`src/rtl/xbs_pkg.sv`:
```
package xbs_pkg;

    typedef enum logic [2:0] {
        ST_IDLE = 3'd0,
        ST_HOLD = 3'd1,
        ST_ADDR = 3'd2,
        ST_DATA = 3'd3,
        ST_INT  = 3'd4
    } xbs_state_e;

    // active-low strobe bundle
    typedef struct packed {
        logic rd_n;
        logic wl_n;
        logic wh_n;
    } xbs_lanes_t;

endpackage

```
`src/rtl/xbs_cs_decode.sv`:
```
module xbs_cs_decode #(
    parameter int PG_W      = 4,
    parameter int NUM_CS    = 5,
    parameter int BASE_PAGE = 1
) (
    input  logic [PG_W-1:0]   page_i,
    input  logic              en_i,
    output logic [NUM_CS-1:0] cs_n_o
);

    for (genvar gi = 0; gi < NUM_CS; gi++) begin : g_cs
        localparam logic [PG_W-1:0] MY_PAGE = PG_W'(BASE_PAGE + gi);
        assign cs_n_o[gi] = !(en_i && (page_i == MY_PAGE));
    end

endmodule

```
`src/rtl/xbs_lane_sel.sv`:
```
module xbs_lane_sel
    import xbs_pkg::*;
(
    input  logic       active_i,
    input  logic       write_i,
    input  logic       word_i,
    input  logic       a0_i,
    input  logic       narrow_i,
    output xbs_lanes_t lanes_o
);

    always_comb begin
        lanes_o = '{rd_n: 1'b1, wl_n: 1'b1, wh_n: 1'b1};
        if (active_i) begin
            if (!write_i) begin
                lanes_o.rd_n = 1'b0;
            end else if (narrow_i) begin
                lanes_o.wl_n = 1'b0;
            end else if (word_i) begin
                lanes_o.wl_n = 1'b0;
                lanes_o.wh_n = 1'b0;
            end else if (a0_i) begin
                lanes_o.wh_n = 1'b0;
            end else begin
                lanes_o.wl_n = 1'b0;
            end
        end
    end

endmodule

```
`src/rtl/xbs_wait_calc.sv`:
```
module xbs_wait_calc #(
    parameter int WAIT_SHORT = 1,
    parameter int WAIT_LONG  = 2,
    parameter int WCNT_W     = 2
) (
    input  logic              wait_off_i,
    input  logic              wait_sel_i,
    output logic [WCNT_W-1:0] wait_o
);

    always_comb begin
        if (wait_off_i)      wait_o = '0;
        else if (wait_sel_i) wait_o = WCNT_W'(WAIT_LONG);
        else                 wait_o = WCNT_W'(WAIT_SHORT);
    end

endmodule

```
`src/rtl/xbus_strobe_gen.sv`:
```
module xbus_strobe_gen
    import xbs_pkg::*;
#(
    parameter int ADDR_W     = 20,
    parameter int NUM_CS     = 5,
    parameter int PAGE_BITS  = 16,
    parameter int BASE_PAGE  = 1,
    parameter int WAIT_SHORT = 1,
    parameter int WAIT_LONG  = 2
) (
    input  logic              clk,
    input  logic              rst_n,
    input  logic              req_valid,
    output logic              req_ready,
    input  logic              req_write,
    input  logic              req_word,
    input  logic              req_internal,
    input  logic [ADDR_W-1:0] req_addr,
    output logic              req_done,
    input  logic              byte_mode_i,
    input  logic              wait_off_i,
    input  logic              wait_sel_i,
    input  logic              strobe_mask_int_i,
    input  logic              ready_n_i,
    input  logic              hold_n_i,
    output logic              hlda_n,
    output logic              ale,
    output logic              rd_n,
    output logic              wel_n,
    output logic              weh_n,
    output logic [NUM_CS-1:0] cs_n,
    output logic [ADDR_W-1:0] bus_addr_o
);

    localparam int WCNT_W = $clog2(WAIT_LONG + 1);
    localparam int PG_W   = ADDR_W - PAGE_BITS;

    typedef struct packed {
        xbs_state_e        st;
        logic [ADDR_W-1:0] addr;
        logic              write;
        logic              word;
        logic              ext;
        logic              narrow;
        logic              mask;
        logic              split;
        logic [WCNT_W-1:0] wload;
        logic [WCNT_W-1:0] wcnt;
        logic              done;
    } seq_t;

    seq_t seq_d, seq_q;
    logic [WCNT_W-1:0] wait_new;
    logic              split_new;
    logic              strobe_act;
    logic              cs_en;
    xbs_lanes_t        lanes;

    xbs_wait_calc #(
        .WAIT_SHORT (WAIT_SHORT),
        .WAIT_LONG  (WAIT_LONG),
        .WCNT_W     (WCNT_W)
    ) u_wait (
        .wait_off_i (wait_off_i),
        .wait_sel_i (wait_sel_i),
        .wait_o     (wait_new)
    );

    // a word that needs two byte cycles on the external bus
    assign split_new = !req_internal && req_word && (byte_mode_i || req_addr[0]);

    always_comb begin
        seq_d      = seq_q;
        seq_d.done = 1'b0;
        unique case (seq_q.st)
            ST_IDLE: begin
                if (!hold_n_i) begin
                    seq_d.st = ST_HOLD;
                end else if (req_valid) begin
                    seq_d.addr   = req_addr;
                    seq_d.write  = req_write;
                    seq_d.ext    = !req_internal;
                    seq_d.narrow = byte_mode_i && !req_internal;
                    seq_d.mask   = strobe_mask_int_i;
                    seq_d.split  = split_new;
                    seq_d.word   = req_word && !split_new;
                    seq_d.wload  = wait_new;
                    seq_d.st     = req_internal ? ST_INT : ST_ADDR;
                end
            end
            ST_HOLD: begin
                if (hold_n_i) seq_d.st = ST_IDLE;
            end
            ST_ADDR: begin
                seq_d.st   = ST_DATA;
                seq_d.wcnt = seq_q.wload;
            end
            ST_DATA: begin
                if (seq_q.wcnt != '0) begin
                    seq_d.wcnt = seq_q.wcnt - WCNT_W'(1);
                end else if (ready_n_i) begin
                    if (seq_q.split) begin
                        seq_d.split = 1'b0;
                        seq_d.addr  = seq_q.addr + ADDR_W'(1);
                        seq_d.st    = ST_ADDR;
                    end else begin
                        seq_d.st   = ST_IDLE;
                        seq_d.done = 1'b1;
                    end
                end
            end
            ST_INT: begin
                seq_d.st   = ST_IDLE;
                seq_d.done = 1'b1;
            end
            default: seq_d.st = ST_IDLE;
        endcase
    end

    always_ff @(posedge clk or negedge rst_n) begin
        if (!rst_n) begin
            seq_q <= '{st: ST_IDLE, default: '0};
        end else begin
            seq_q <= seq_d;
        end
    end

    assign strobe_act = (seq_q.st == ST_DATA) || ((seq_q.st == ST_INT) && !seq_q.mask);
    assign cs_en      = (seq_q.st == ST_ADDR) || (seq_q.st == ST_DATA);

    xbs_lane_sel u_lanes (
        .active_i (strobe_act),
        .write_i  (seq_q.write),
        .word_i   (seq_q.word),
        .a0_i     (seq_q.addr[0]),
        .narrow_i (seq_q.narrow),
        .lanes_o  (lanes)
    );

    xbs_cs_decode #(
        .PG_W      (PG_W),
        .NUM_CS    (NUM_CS),
        .BASE_PAGE (BASE_PAGE)
    ) u_cs (
        .page_i (seq_q.addr[ADDR_W-1:PAGE_BITS]),
        .en_i   (cs_en),
        .cs_n_o (cs_n)
    );

    assign rd_n       = lanes.rd_n;
    assign wel_n      = lanes.wl_n;
    assign weh_n      = lanes.wh_n;
    assign ale        = (seq_q.st == ST_ADDR);
    assign hlda_n     = (seq_q.st != ST_HOLD);
    assign req_ready  = (seq_q.st == ST_IDLE) && hold_n_i;
    assign req_done   = seq_q.done;
    assign bus_addr_o = seq_q.addr;

endmodule

```
`config.mk`:
```
export PLATFORM = sky130hd
export DESIGN_NAME = xbus_strobe_gen
export DESIGN_NICKNAME = d
export VERILOG_FILES = /design/src/rtl/xbs_pkg.sv /design/src/rtl/xbs_cs_decode.sv /design/src/rtl/xbs_lane_sel.sv /design/src/rtl/xbs_wait_calc.sv /design/src/rtl/xbus_strobe_gen.sv
export SDC_FILE = /design/constraint.sdc
export NUM_CORES = 1
export LEC_CHECK = 0
export BUFFER_PORTS_ARGS = -buffer_cell sky130_fd_sc_hd__buf_2
export CORE_ASPECT_RATIO = 1.75
export CORE_MARGIN = 4
export CORE_UTILIZATION = 39
export CTS_BUF_LIST = sky130_fd_sc_hd__clkbuf_4 sky130_fd_sc_hd__clkbuf_8
export DETAILED_ROUTE_END_ITERATION = 8
export GPL_ROUTABILITY_DRIVEN = 0
export HOLD_SLACK_MARGIN = 0.03
export PLACE_DENSITY_LB_ADDON = 0.2
export SLEW_MARGIN = 10
export SYNTH_ARGS = -nofsm -noshare
export SYNTH_HDL_FRONTEND = slang
export SYNTH_SLANG_ARGS = --single-unit
```
`constraint.sdc`:
```
create_clock -name clk -period 2.31 [get_ports clk]
set_clock_uncertainty 0.1 [all_clocks]
set_input_delay 0.1155 -clock clk [delete_from_list [all_inputs] [get_ports clk]]
set_output_delay 0.1155 -clock clk [all_outputs]
set_load 0.05 [all_outputs]
```
==> run summary, run 1 <==
DR vias/cell - 5.498
number of synthesized flops with an enable pin - 0
First-pass DRT Iterations - 5
cell taking the most area after synthesis - sky130_fd_sc_hd__dfrtp_1
Setup violations, final - 0
number of buffers created by CTS - 5
count of buffers from port buffering - 63
clock-pin slew on the worst setup and hold paths - 0.07 ns
CP max FO - 12
Area growth, synth to finish - 23.35%
worst hold path startpoint - req_addr[12]
post-synth top area share - 35.60%
number of H-tree levels - 2
clock tree from TritonCTS - built
global-route wire length before repair - 10.37 mm
CP cell instances - nor4b_1, o21ai_0, or3_1, buf_2
max-slew headroom at the worst pin - 46.64%
setup TNS - 0 ns
Post-Synthesis Cells - 272
master cell of the clock root buffer - sky130_fd_sc_hd__clkbuf_8
type of destination of the critical path - output port
library cells used by synthesis - 55
number of sinks handled by clock tree synthesis - 33
Sequential Area - 825.8 µm²
syn nets - 306
Crit Path Class - flop to output port
number of global-route vias before repair - 2190
Top FF cell, synth - sky130_fd_sc_hd__dfrtp_1
syn_area_per_cell - 8.528 µm²
maximum vdd drop - 0.6201 mV
RSZ-0062 raised after global routing - false
total I/O pin count - 64
Final Max Tran Viols - 0
cell family with the largest share of critical-path delay - simple AND/OR/NAND/NOR gates
Core ar. - 0.005675 mm²
capture point of the worst reg-to-reg path - seq_q[3]
horizontal die dimension - 66.30 µm
Routed wire per std cell - 15.97 µm
chip height - 110.0 µm
number of maximum-capacitance violations - 0
depth of the critical timing path with buffers and inverters included - 4
cell area after technology mapping - 0.002320 mm²
global-route total usage across every layer - 18.33%
number of rows in the core area - 36
Startpoint Class - flop
area used by multi-input combinational logic - 0.001211 mm²
Initial Util - 40.87%
drt initial violations - 219
Worst Path Required - 2.09 ns
buffering stage count on the worst path with inverters included - 1
number of fill cells - 573
number of stages on the worst hold path - 3
number of warnings printed during yosys synthesis - 0
share of final-layout standard cells stronger than drive strength 1 - 28.92%
via count of the routed design - 2243
Highest Clock Rate - 0.4518 GHz
worst setup slack after layout - 0.09678 ns
count of placed standard cells including taps - 379
Reg2Reg Launch Point - seq_q[33]
total global routing overflow - 0
top cells by area in the synthesized netlist - sky130_fd_sc_hd__dfrtp_1 (36%), sky130_fd_sc_hd__buf_4 (7.4%), sky130_fd_sc_hd__a21oi_1 (5.2%)
fraction of the yosys area taken by sequential cells - 35.60%
number of cell instances on the worst register-to-register path - 5
Place WS - 0.2930 ns
n_diodes - 0
Die Outline Area - 0.007295 mm²
final antenna-violating net count - 0
worst-margin pin slew - 0.8004 ns
final instance count without filler cells - 408
hold worst-path end - bus_addr_o[12]
result of the run - finished clean
total power density per cell area - 1351 mW/mm²
overall power after layout - 3.866 mW
Worst-Skew Late Latency - 0.30 ns
standby leakage power - 1.240 nW
maximum cell stage delay along the critical path - 0.53 ns
endpoints failing hold - 0
Routed WL - 6.514 mm
# DRC - 0
worst hold margin - 0.05872 ns
ratio of final minimum period to clock period - 95.81%
Synth Register Bits - 33
Detail Placement HPWL - 4.627 mm
number of nets at the end of the flow - 365
Slowest-stage cell, CP - sky130_fd_sc_hd__dfrtp_1
number of antenna violations at the first check in global routing - 0
clock period minus worst slack - 2.213 ns
number of buffers on the longest clock path - 2
Async SR Flop Fraction - 100.0%
CP arrival - 2.00 ns
Hold Path Class - primary input to flop
reg2reg setup slack - 0.28 ns
maximum number of pins on one net before global-route repair - 34
[area by class of cell]
type / instances / area share [%]
Clock buffer: 6 / 2.886
Clock inverter: 2 / 1.312
Inverter: 7 / 0.9182
Multi-Input combinational cell: 194 / 42.33
Sequential cell: 33 / 28.86
Tap cell: 76 / 3.323
Timing Repair Buffer: 90 / 20.38
[metal layers]
| metal | track usage (%) | up-vias | share of wire (%) |
|---|---|---|---|
| li1 | - | 1098 | - |
| met1 | 20.64 | 1067 | 39 |
| met2 | 33.83 | 71 | 55 |
| met3 | 2.941 | 7 | 4.9 |
| met4 | 6.831 | 0 | 1.5 |
| met5 | 0 | - | 0 |
[worst min-delay path, stage by stage]
cell and delay, ns:
sky130_fd_sc_hd__buf_2 0.08, sky130_fd_sc_hd__a22oi_1 0.07, sky130_fd_sc_hd__o2bb2ai_1 0.15
[where the power goes]
group / internal [mW] / switching (mW) / leakage [nW]
clock: 0.351 / 0.236 / 0.0574
sequential: 0.841 / 0.430 / 0.412
combinational: 0.603 / 1.41 / 0.771
total: 1.79 / 2.07 / 1.24
[registers in the layout, indices dropped and copies added (netlist names)]
register,flops
req_done,1
seq_q,12
bus_addr_o,20
[through the flow]
stage / utilization [%] / area [µm²]
2_1_floorplan: - / 2320
3_3_place_gp: 44.55 / 2529
3_5_place_dp: 44.55 / 2529
4_1_cts: 50.37 / 2859
5_1_grt: 50.42 / 2861
6_report: 50.42 / 2861
[cell families (layout without fill, tap and decap cells)]
family	after synthesis	after routing	share of synthesized area [%]
and+or+nand+nor	105	105	25.46
AOI/OAI and AO/OA	83	83	23.73
DFF	33	33	35.60
muxes	4	4	1.834
buffers and inverters	45	105	12.30
adders and majority gates	2	2	1.079
[cell usage in the layout (no fill, tap or decap), drive strengths merged, types with 5 or more instances in the layout]
cell type,instances
a21oi,24
a22oi,5
and3,6
buf,69
clkbuf,6
dfrtp,33
dlygate4sd3,21
inv,7
nand2,24
nand3,15
nand4,8
nor2,21
nor3,7
o211ai,6
o21ai,23
o31ai,5
[synthesized netlist by cell type (3+ instances only)]
cell type	count
sky130_fd_sc_hd__a21oi_1	24
sky130_fd_sc_hd__a22oi_1	5
sky130_fd_sc_hd__a31o_2	3
sky130_fd_sc_hd__a31oi_1	3
sky130_fd_sc_hd__and3_1	6
sky130_fd_sc_hd__buf_2	4
sky130_fd_sc_hd__buf_4	23
sky130_fd_sc_hd__buf_6	3
sky130_fd_sc_hd__clkbuf_1	5
sky130_fd_sc_hd__dfrtp_1	33
sky130_fd_sc_hd__inv_1	7
sky130_fd_sc_hd__nand2_1	24
sky130_fd_sc_hd__nand3_1	14
sky130_fd_sc_hd__nand4_1	6
sky130_fd_sc_hd__nor2_1	21
sky130_fd_sc_hd__nor3_1	7
sky130_fd_sc_hd__nor4_1	3
sky130_fd_sc_hd__o211ai_1	4
sky130_fd_sc_hd__o21ai_0	22
sky130_fd_sc_hd__o2bb2ai_1	3
sky130_fd_sc_hd__o31ai_1	5
sky130_fd_sc_hd__or3_1	4
[repair_timing]
action | CTS | global route
buffers inserted | 0 | 0
endpoints found under the hold margin | 52 | 0
hold buffers | 21 | 0
setup endpoints to repair | 0 | 1
resized for setup | 0 | 1
[how the worst max path moves through the flow]
stage / end / from / slack (ns)
final: weh_n / seq_q[32] / 0.1
after global routing: weh_n / seq_q[32] / 0.02
after CTS: weh_n / seq_q[32] / 0.08
after detailed placement: bus_addr_o[19] / seq_q[1] / 0.29
after global placement: bus_addr_o[17] / seq_q[1] / 0.35
after floorplan: seq_q[1] / seq_q[33] / 0.35
(Power assumes the default switching activity.)
==> run 2: changes to the inputs <==
--- a/config.mk
+++ b/config.mk
@@ -5,12 +5,12 @@
 export SDC_FILE = /design/constraint.sdc
 export NUM_CORES = 1
 export LEC_CHECK = 0
-export BUFFER_PORTS_ARGS = -buffer_cell sky130_fd_sc_hd__buf_2
 export CORE_ASPECT_RATIO = 1.75
 export CORE_MARGIN = 4
 export CORE_UTILIZATION = 39
 export CTS_BUF_LIST = sky130_fd_sc_hd__clkbuf_4 sky130_fd_sc_hd__clkbuf_8
 export DETAILED_ROUTE_END_ITERATION = 8
+export DONT_BUFFER_PORTS = 1
 export GPL_ROUTABILITY_DRIVEN = 0
 export HOLD_SLACK_MARGIN = 0.03
 export PLACE_DENSITY_LB_ADDON = 0.2
==> run 2 against run 1 <==
Net effect: routed wire length shrank 0.75%; worst setup slack better by 0.11 ns; via count down 6.4%; critical endpoint unchanged; largest power group unchanged.
==> run summary, run 2 (synthesized netlist as in run 1, its figures left out) <==
result of the run - finished clean (unchanged)
max-slew headroom at the worst pin - 59.79% (was 46.64%)
maximum cell stage delay along the critical path - 0.52 ns (was 0.53 ns)
number of rows in the core area - 36 (unchanged)
Hold Path Class - primary input to flop (unchanged)
number of fill cells - 573 (unchanged)
Final Max Tran Viols - 0 (unchanged)
total I/O pin count - 64 (unchanged)
Initial Util - 40.87% (unchanged)
# DRC - 0 (unchanged)
number of cell instances on the worst register-to-register path - 4 (was 5)
Worst Path Required - 2.09 ns (about the same)
buffering stage count on the worst path with inverters included - 1 (unchanged)
clock-pin slew on the worst setup and hold paths - 0.07 ns (about the same)
drt initial violations - 109 (was 219)
max FFs per register - 20 (unchanged)
CP max FO - 12 (unchanged)
final antenna-violating net count - 0 (unchanged)
Setup violations, final - 0 (unchanged)
depth of the critical timing path with buffers and inverters included - 4 (unchanged)
Crit Path Class - flop to output port (unchanged)
clock tree from TritonCTS - built (unchanged)
maximum vdd drop - 0.5427 mV (was 0.6201 mV)
count of buffers from port buffering - 0 (was 63)
ratio of final minimum period to clock period - 90.98% (was 95.81%)
Worst-Skew Late Latency - 0.28 ns (was 0.30 ns)
number of H-tree levels - 2 (unchanged)
overall power after layout - 3.798 mW (was 3.866 mW)
Detail Placement HPWL - 4.737 mm (was 4.627 mm)
maximum number of pins on one net before global-route repair - 34 (unchanged)
chip height - 110.0 µm (unchanged)
standby leakage power - 1.136 nW (was 1.240 nW)
setup TNS - 0 ns (unchanged)
CP cell instances - nor4b_2, o21ai_0, or3_1, buf_4 (was nor4b_1, o21ai_0, or3_1, buf_2)
n_diodes - 0 (unchanged)
number of nets at the end of the flow - 336 (was 365)
number of maximum-capacitance violations - 0 (unchanged)
RSZ-0062 raised after global routing - false (unchanged)
CP arrival - 1.89 ns (was 2.00 ns)
total power density per cell area - 1357 mW/mm² (was 1351 mW/mm²)
number of global-route vias before repair - 2217 (was 2190)
Routed WL - 6.465 mm (was 6.514 mm)
leading cell types in the layout, fill and taps excluded - sky130_fd_sc_hd__dfrtp_1 (32), sky130_fd_sc_hd__dlygate4sd3_1 (30), sky130_fd_sc_hd__buf_4 (30) (was sky130_fd_sc_hd__buf_2 (63), sky130_fd_sc_hd__dfrtp_1 (33), sky130_fd_sc_hd__a21oi_1 (24))
Startpoint Class - flop (unchanged)
first element of the critical path - seq_q[32] (unchanged)
Die Outline Area - 0.007295 mm² (unchanged)
clock period minus worst slack - 2.102 ns (was 2.213 ns)
global-route total usage across every layer - 18.50% (was 18.33%)
cell family with the largest share of critical-path delay - simple AND/OR/NAND/NOR gates (unchanged)
number of stages on the worst hold path - 3 (unchanged)
number of buffers on the longest clock path - 2 (unchanged)
number of buffers created by CTS - 5 (unchanged)
type of destination of the critical path - output port (unchanged)
total global routing overflow - 0 (unchanged)
worst hold path startpoint - req_addr[19] (was req_addr[12])
DR vias/cell - 5.556 (was 5.498)
share of final-layout standard cells stronger than drive strength 1 - 19.21% (was 28.92%)
master cell of the clock root buffer - sky130_fd_sc_hd__clkbuf_8 (unchanged)
worst-margin pin slew - 0.6032 ns (was 0.8004 ns)
First-pass DRT Iterations - 4 (was 5)
Slowest-stage cell, CP - sky130_fd_sc_hd__dfrtp_1 (unchanged)
global-route wire length before repair - 10.58 mm (was 10.37 mm)
# Post-CTS Setup Buffers - 0 (unchanged)
Highest Clock Rate - 0.4758 GHz (was 0.4518 GHz)
number of antenna violations at the first check in global routing - 0 (unchanged)
Core ar. - 0.005675 mm² (unchanged)
most frequent standard cell in the layout excluding fill and tap cells - sky130_fd_sc_hd__dfrtp_1 (was sky130_fd_sc_hd__buf_2)
Routed wire per std cell - 17.10 µm (was 15.97 µm)
endpoints failing hold - 0 (unchanged)
Area growth, synth to finish - 20.66% (was 23.35%)
horizontal die dimension - 66.30 µm (unchanged)
Reg2Reg Launch Point - seq_q[32] (was seq_q[33])
number of sinks handled by clock tree synthesis - 33 (unchanged)
via count of the routed design - 2100 (was 2243)
-- run 2: cell count changes in the layout (fill, tap and decap cells not counted), sizes merged --
cell         before  now
clkinvlp          1    0
clkbuf            6    7
dlygate4sd3      21   30
buf              69   31
bufinv            1    0
-- run 2: layout make-up --
cell class	count	area [µm²]	area share, %
tap	76	95.09	3.397
timing repair buffer	61	545.5	19.49
multi-input combinational	194	1215	43.41
clock buffer	7	90.09	3.219
inverter	7	26.28	0.9388
sequential	33	827.0	29.55
-- run 2: worst min-delay path, stage by stage --
cell and delay (ns):
sky130_fd_sc_hd__and3_1 0.12, sky130_fd_sc_hd__mux2i_1 0.08, sky130_fd_sc_hd__o211ai_2 0.07
-- run 2: layer usage --
layer,wire length (µm),GRT usage [%],up-vias
met4,116,5.959,0
met2,3616,35.54,60
met3,319,3.550,12
met1,2411,19.62,994
met5,0,0,-
li1,-,-,1034
-- run 2: what timing repair did --
action / in CTS / in global routing
gates resized for setup: 0 / 2
endpoints found under the hold margin: 61 / 0
endpoints found under the setup margin: 0 / 1
hold buffers: 31 / 0
-- run 2: path summary, 6_finish.rpt --
check / endpoint / slack [ns]
min in group asynchronous: bus_addr_o[7] / 0.17
max reg2reg: seq_q[3] / 0.23
max in group asynchronous: seq_q[33] / 1.73
min: bus_addr_o[19] / 0.03
min reg2reg: seq_q[4] / 0.39
max: weh_n / 0.21
-- run 2: power breakdown --
part / total [mW] / switching (mW) / internal, mW
registers: 1.23 / 0.385 / 0.842
logic: 2.11 / 1.44 / 0.674
clock network: 0.456 / 0.208 / 0.248
total: 3.80 / 2.03 / 1.76
-- run 2: through the flow --
step / instance area (µm²) / util (%) / instances / hold WS [ns] / setup WS, ns
2_1_floorplan: 2320 / - / 272 / -0.2801 / 0.3518
5_1_grt: 2799 / 49.32 / 378 / 0.03523 / 0.007683
6_report: 2799 / 49.32 / 378 / 0.03215 / 0.2083
4_1_cts: 2791 / 49.18 / 378 / 0.03055 / 0.07004
3_5_place_dp: 2381 / 41.95 / 340 / -0.2787 / 0.3109
3_3_place_gp: 2381 / 41.95 / 340 / -0.2789 / 0.3778
==> run 3: changes to the inputs <==
==> constraint.sdc (replaced) <==
create_clock -name clk -period 2.31 [get_ports clk]
set_clock_uncertainty 0.1 [all_clocks]
set_input_delay 0.231 -clock clk [delete_from_list [all_inputs] [get_ports clk]]
set_output_delay 0.231 -clock clk [all_outputs]
set_load 0.05 [all_outputs]
==> run 3 against run 2 <==
Net effect: worst setup slack got worse by 0.050 ns; first-iteration DRC count rose by 130%; sequential power fell by 4%; cell area is 4.8% lower; utilization fell by 2.4 points; routed wire length is 2.8% lower; critical path depth did not move; critical path type unchanged; critical endpoint unchanged; largest power group unchanged; highest routed layer unchanged.
==> run summary, run 3 (synthesized netlist as in run 1, its figures left out) <==
maximum number of pins on one net before global-route repair - 34 (unchanged)
CP arrival - 1.82 ns (was 1.89 ns)
CP max FO - 10 (was 12)
total global routing overflow - 0 (unchanged)
Setup violations, final - 0 (unchanged)
chip height - 110.0 µm (unchanged)
first element of the critical path - seq_q[31] (was seq_q[32])
final antenna-violating net count - 0 (unchanged)
Routed WL - 6.282 mm (was 6.465 mm)
type of destination of the critical path - output port (unchanged)
capture point of the worst reg-to-reg path - seq_q[3] (unchanged)
Detail Placement HPWL - 4.588 mm (was 4.737 mm)
Area growth, synth to finish - 14.83% (was 20.66%)
First-pass DRT Iterations - 4 (unchanged)
overall power after layout - 3.920 mW (was 3.798 mW)
total I/O pin count - 64 (unchanged)
Post-Place Cell Area - 0.002401 mm² (was 0.002381 mm²)
ratio of final minimum period to clock period - 93.15% (was 90.98%)
total power density per cell area - 1472 mW/mm² (was 1357 mW/mm²)
Hold Path Class - primary input to flop (unchanged)
max-slew headroom at the worst pin - 64.36% (was 59.79%)
Crit Path Class - flop to output port (unchanged)
horizontal die dimension - 66.30 µm (unchanged)
Initial Util - 40.87% (unchanged)
# DRC - 0 (unchanged)
number of nets at the end of the flow - 318 (was 336)
number of rows in the core area - 36 (unchanged)
number of sinks handled by clock tree synthesis - 33 (unchanged)
number of cell instances on the worst register-to-register path - 4 (unchanged)
number of fill cells - 581 (was 573)
most frequent standard cell in the layout excluding fill and tap cells - sky130_fd_sc_hd__dfrtp_1 (unchanged)
Highest Clock Rate - 0.4648 GHz (was 0.4758 GHz)
result of the run - finished clean (unchanged)
Worst Path Required - 1.98 ns (was 2.09 ns)
Core ar. - 0.005675 mm² (unchanged)
number of global-route vias before repair - 2078 (was 2217)
Worst setup endpoint - weh_n (unchanged)
n_diodes - 0 (unchanged)
endpoints failing hold - 0 (unchanged)
count of buffers from port buffering - 0 (unchanged)
clock tree from TritonCTS - built (unchanged)
Final Max Tran Viols - 0 (unchanged)
number of buffers on the longest clock path - 2 (unchanged)
share of final-layout standard cells stronger than drive strength 1 - 21.40% (was 19.21%)
number of maximum-capacitance violations - 0 (unchanged)
number of antenna violations at the first check in global routing - 0 (unchanged)
DR vias/cell - 5.662 (was 5.556)
standby leakage power - 1.086 nW (was 1.136 nW)
master cell of the clock root buffer - sky130_fd_sc_hd__clkbuf_8 (unchanged)
Startpoint Class - flop (unchanged)
Worst-Skew Late Latency - 0.28 ns (about the same)
post-layout instance area - 0.002664 mm² (was 0.002799 mm²)
Die Outline Area - 0.007295 mm² (unchanged)
clock-pin slew on the worst setup and hold paths - 0.08 ns (was 0.07 ns)
drt initial violations - 251 (was 109)
global-route total usage across every layer - 18.06% (was 18.50%)
number of buffers created by CTS - 5 (unchanged)
Reg2Reg Launch Point - seq_q[33] (was seq_q[32])
leading cell types in the layout, fill and taps excluded - sky130_fd_sc_hd__dfrtp_1 (32), sky130_fd_sc_hd__buf_4 (30), sky130_fd_sc_hd__nand2_1 (24), sky130_fd_sc_hd__a21oi_1 (24), sky130_fd_sc_hd__o21ai_0 (22) (was sky130_fd_sc_hd__dfrtp_1 (32), sky130_fd_sc_hd__dlygate4sd3_1 (30), sky130_fd_sc_hd__buf_4 (30))
global-route wire length before repair - 10.17 mm (was 10.58 mm)
Routed wire per std cell - 17.40 µm (was 17.10 µm)
clock period minus worst slack - 2.152 ns (was 2.102 ns)
max FFs per register - 20 (unchanged)
maximum vdd drop - 0.5953 mV (was 0.5427 mV)
setup TNS - 0 ns (unchanged)
worst hold margin - 0.03949 ns (was 0.03215 ns)
via count of the routed design - 2044 (was 2100)
reg2reg setup slack - 0.21 ns (was 0.23 ns)
number of H-tree levels - 2 (unchanged)
worst-margin pin slew - 0.5331 ns (was 0.6032 ns)
-- run 3: stage by stage --
stage	setup slack [ns]	instances	utilization [%]
after floorplan	0.2459	272	-
after global placement	0.3415	341	42.31
after detailed placement	0.3008	341	42.31
after CTS	0.02956	361	46.74
after global routing	-0.009455	361	46.94
final	0.1584	361	46.94
-- run 3: how the worst min path moves through the flow --
stage	from	endpoint	slack, ns	cells after the start
finish	req_addr[8]	bus_addr_o[8]	0.04	2
global route	req_addr[6]	bus_addr_o[6]	0.03	2
floorplan	rst_n	bus_addr_o[0]	-0.16	0
global placement	rst_n	bus_addr_o[8]	-0.16	0
detailed placement	rst_n	bus_addr_o[9]	-0.16	0
CTS	req_addr[7]	bus_addr_o[7]	0.03	2
-- run 3: repair_timing --
action | CTS | global route
endpoints found under the setup margin | 1 | 3
cloned | 0 | 0
hold buffers | 12 | 0
setup buffers | 0 | 0
hold endpoints to repair | 43 | 0
resized for setup | 1 | 2
-- run 3: critical path, stage by stage, from the launching register on --
cell	delay, ns
sky130_fd_sc_hd__dfrtp_1	0.49
sky130_fd_sc_hd__nor4b_2	0.34
sky130_fd_sc_hd__o21ai_0	0.15
sky130_fd_sc_hd__or3_1	0.37
sky130_fd_sc_hd__buf_4	0.20
-- run 3: cell type report --
class / instances / area, µm² / area share [%]
multi-input combinational: 194 / 1220 / 45.80
tap: 76 / 95.09 / 3.570
sequential: 33 / 827.0 / 31.05
timing repair buffer: 43 / 375.4 / 14.09
clock buffer: 7 / 90.09 / 3.382
clock inverter: 1 / 30.03 / 1.127
inverter: 7 / 26.28 / 0.9864
-- run 3: where the power goes --
group          leakage [nW]  switching [mW]  internal, mW  total, mW
Sequential            0.410           0.342         0.843       1.18
Clock                0.0619           0.215         0.364      0.579
Combinational         0.614            1.48         0.677       2.16
Total                  1.09            2.04          1.88       3.92
-- run 3: routing by layer --
layer	track usage [%]	vias to the layer above	part of all wire, %
met5	0	-	0
met4	5.233	0	0.88
met3	4.260	4	6.2
met2	32.76	70	54
met1	20.67	972	39
li1	-	998	-
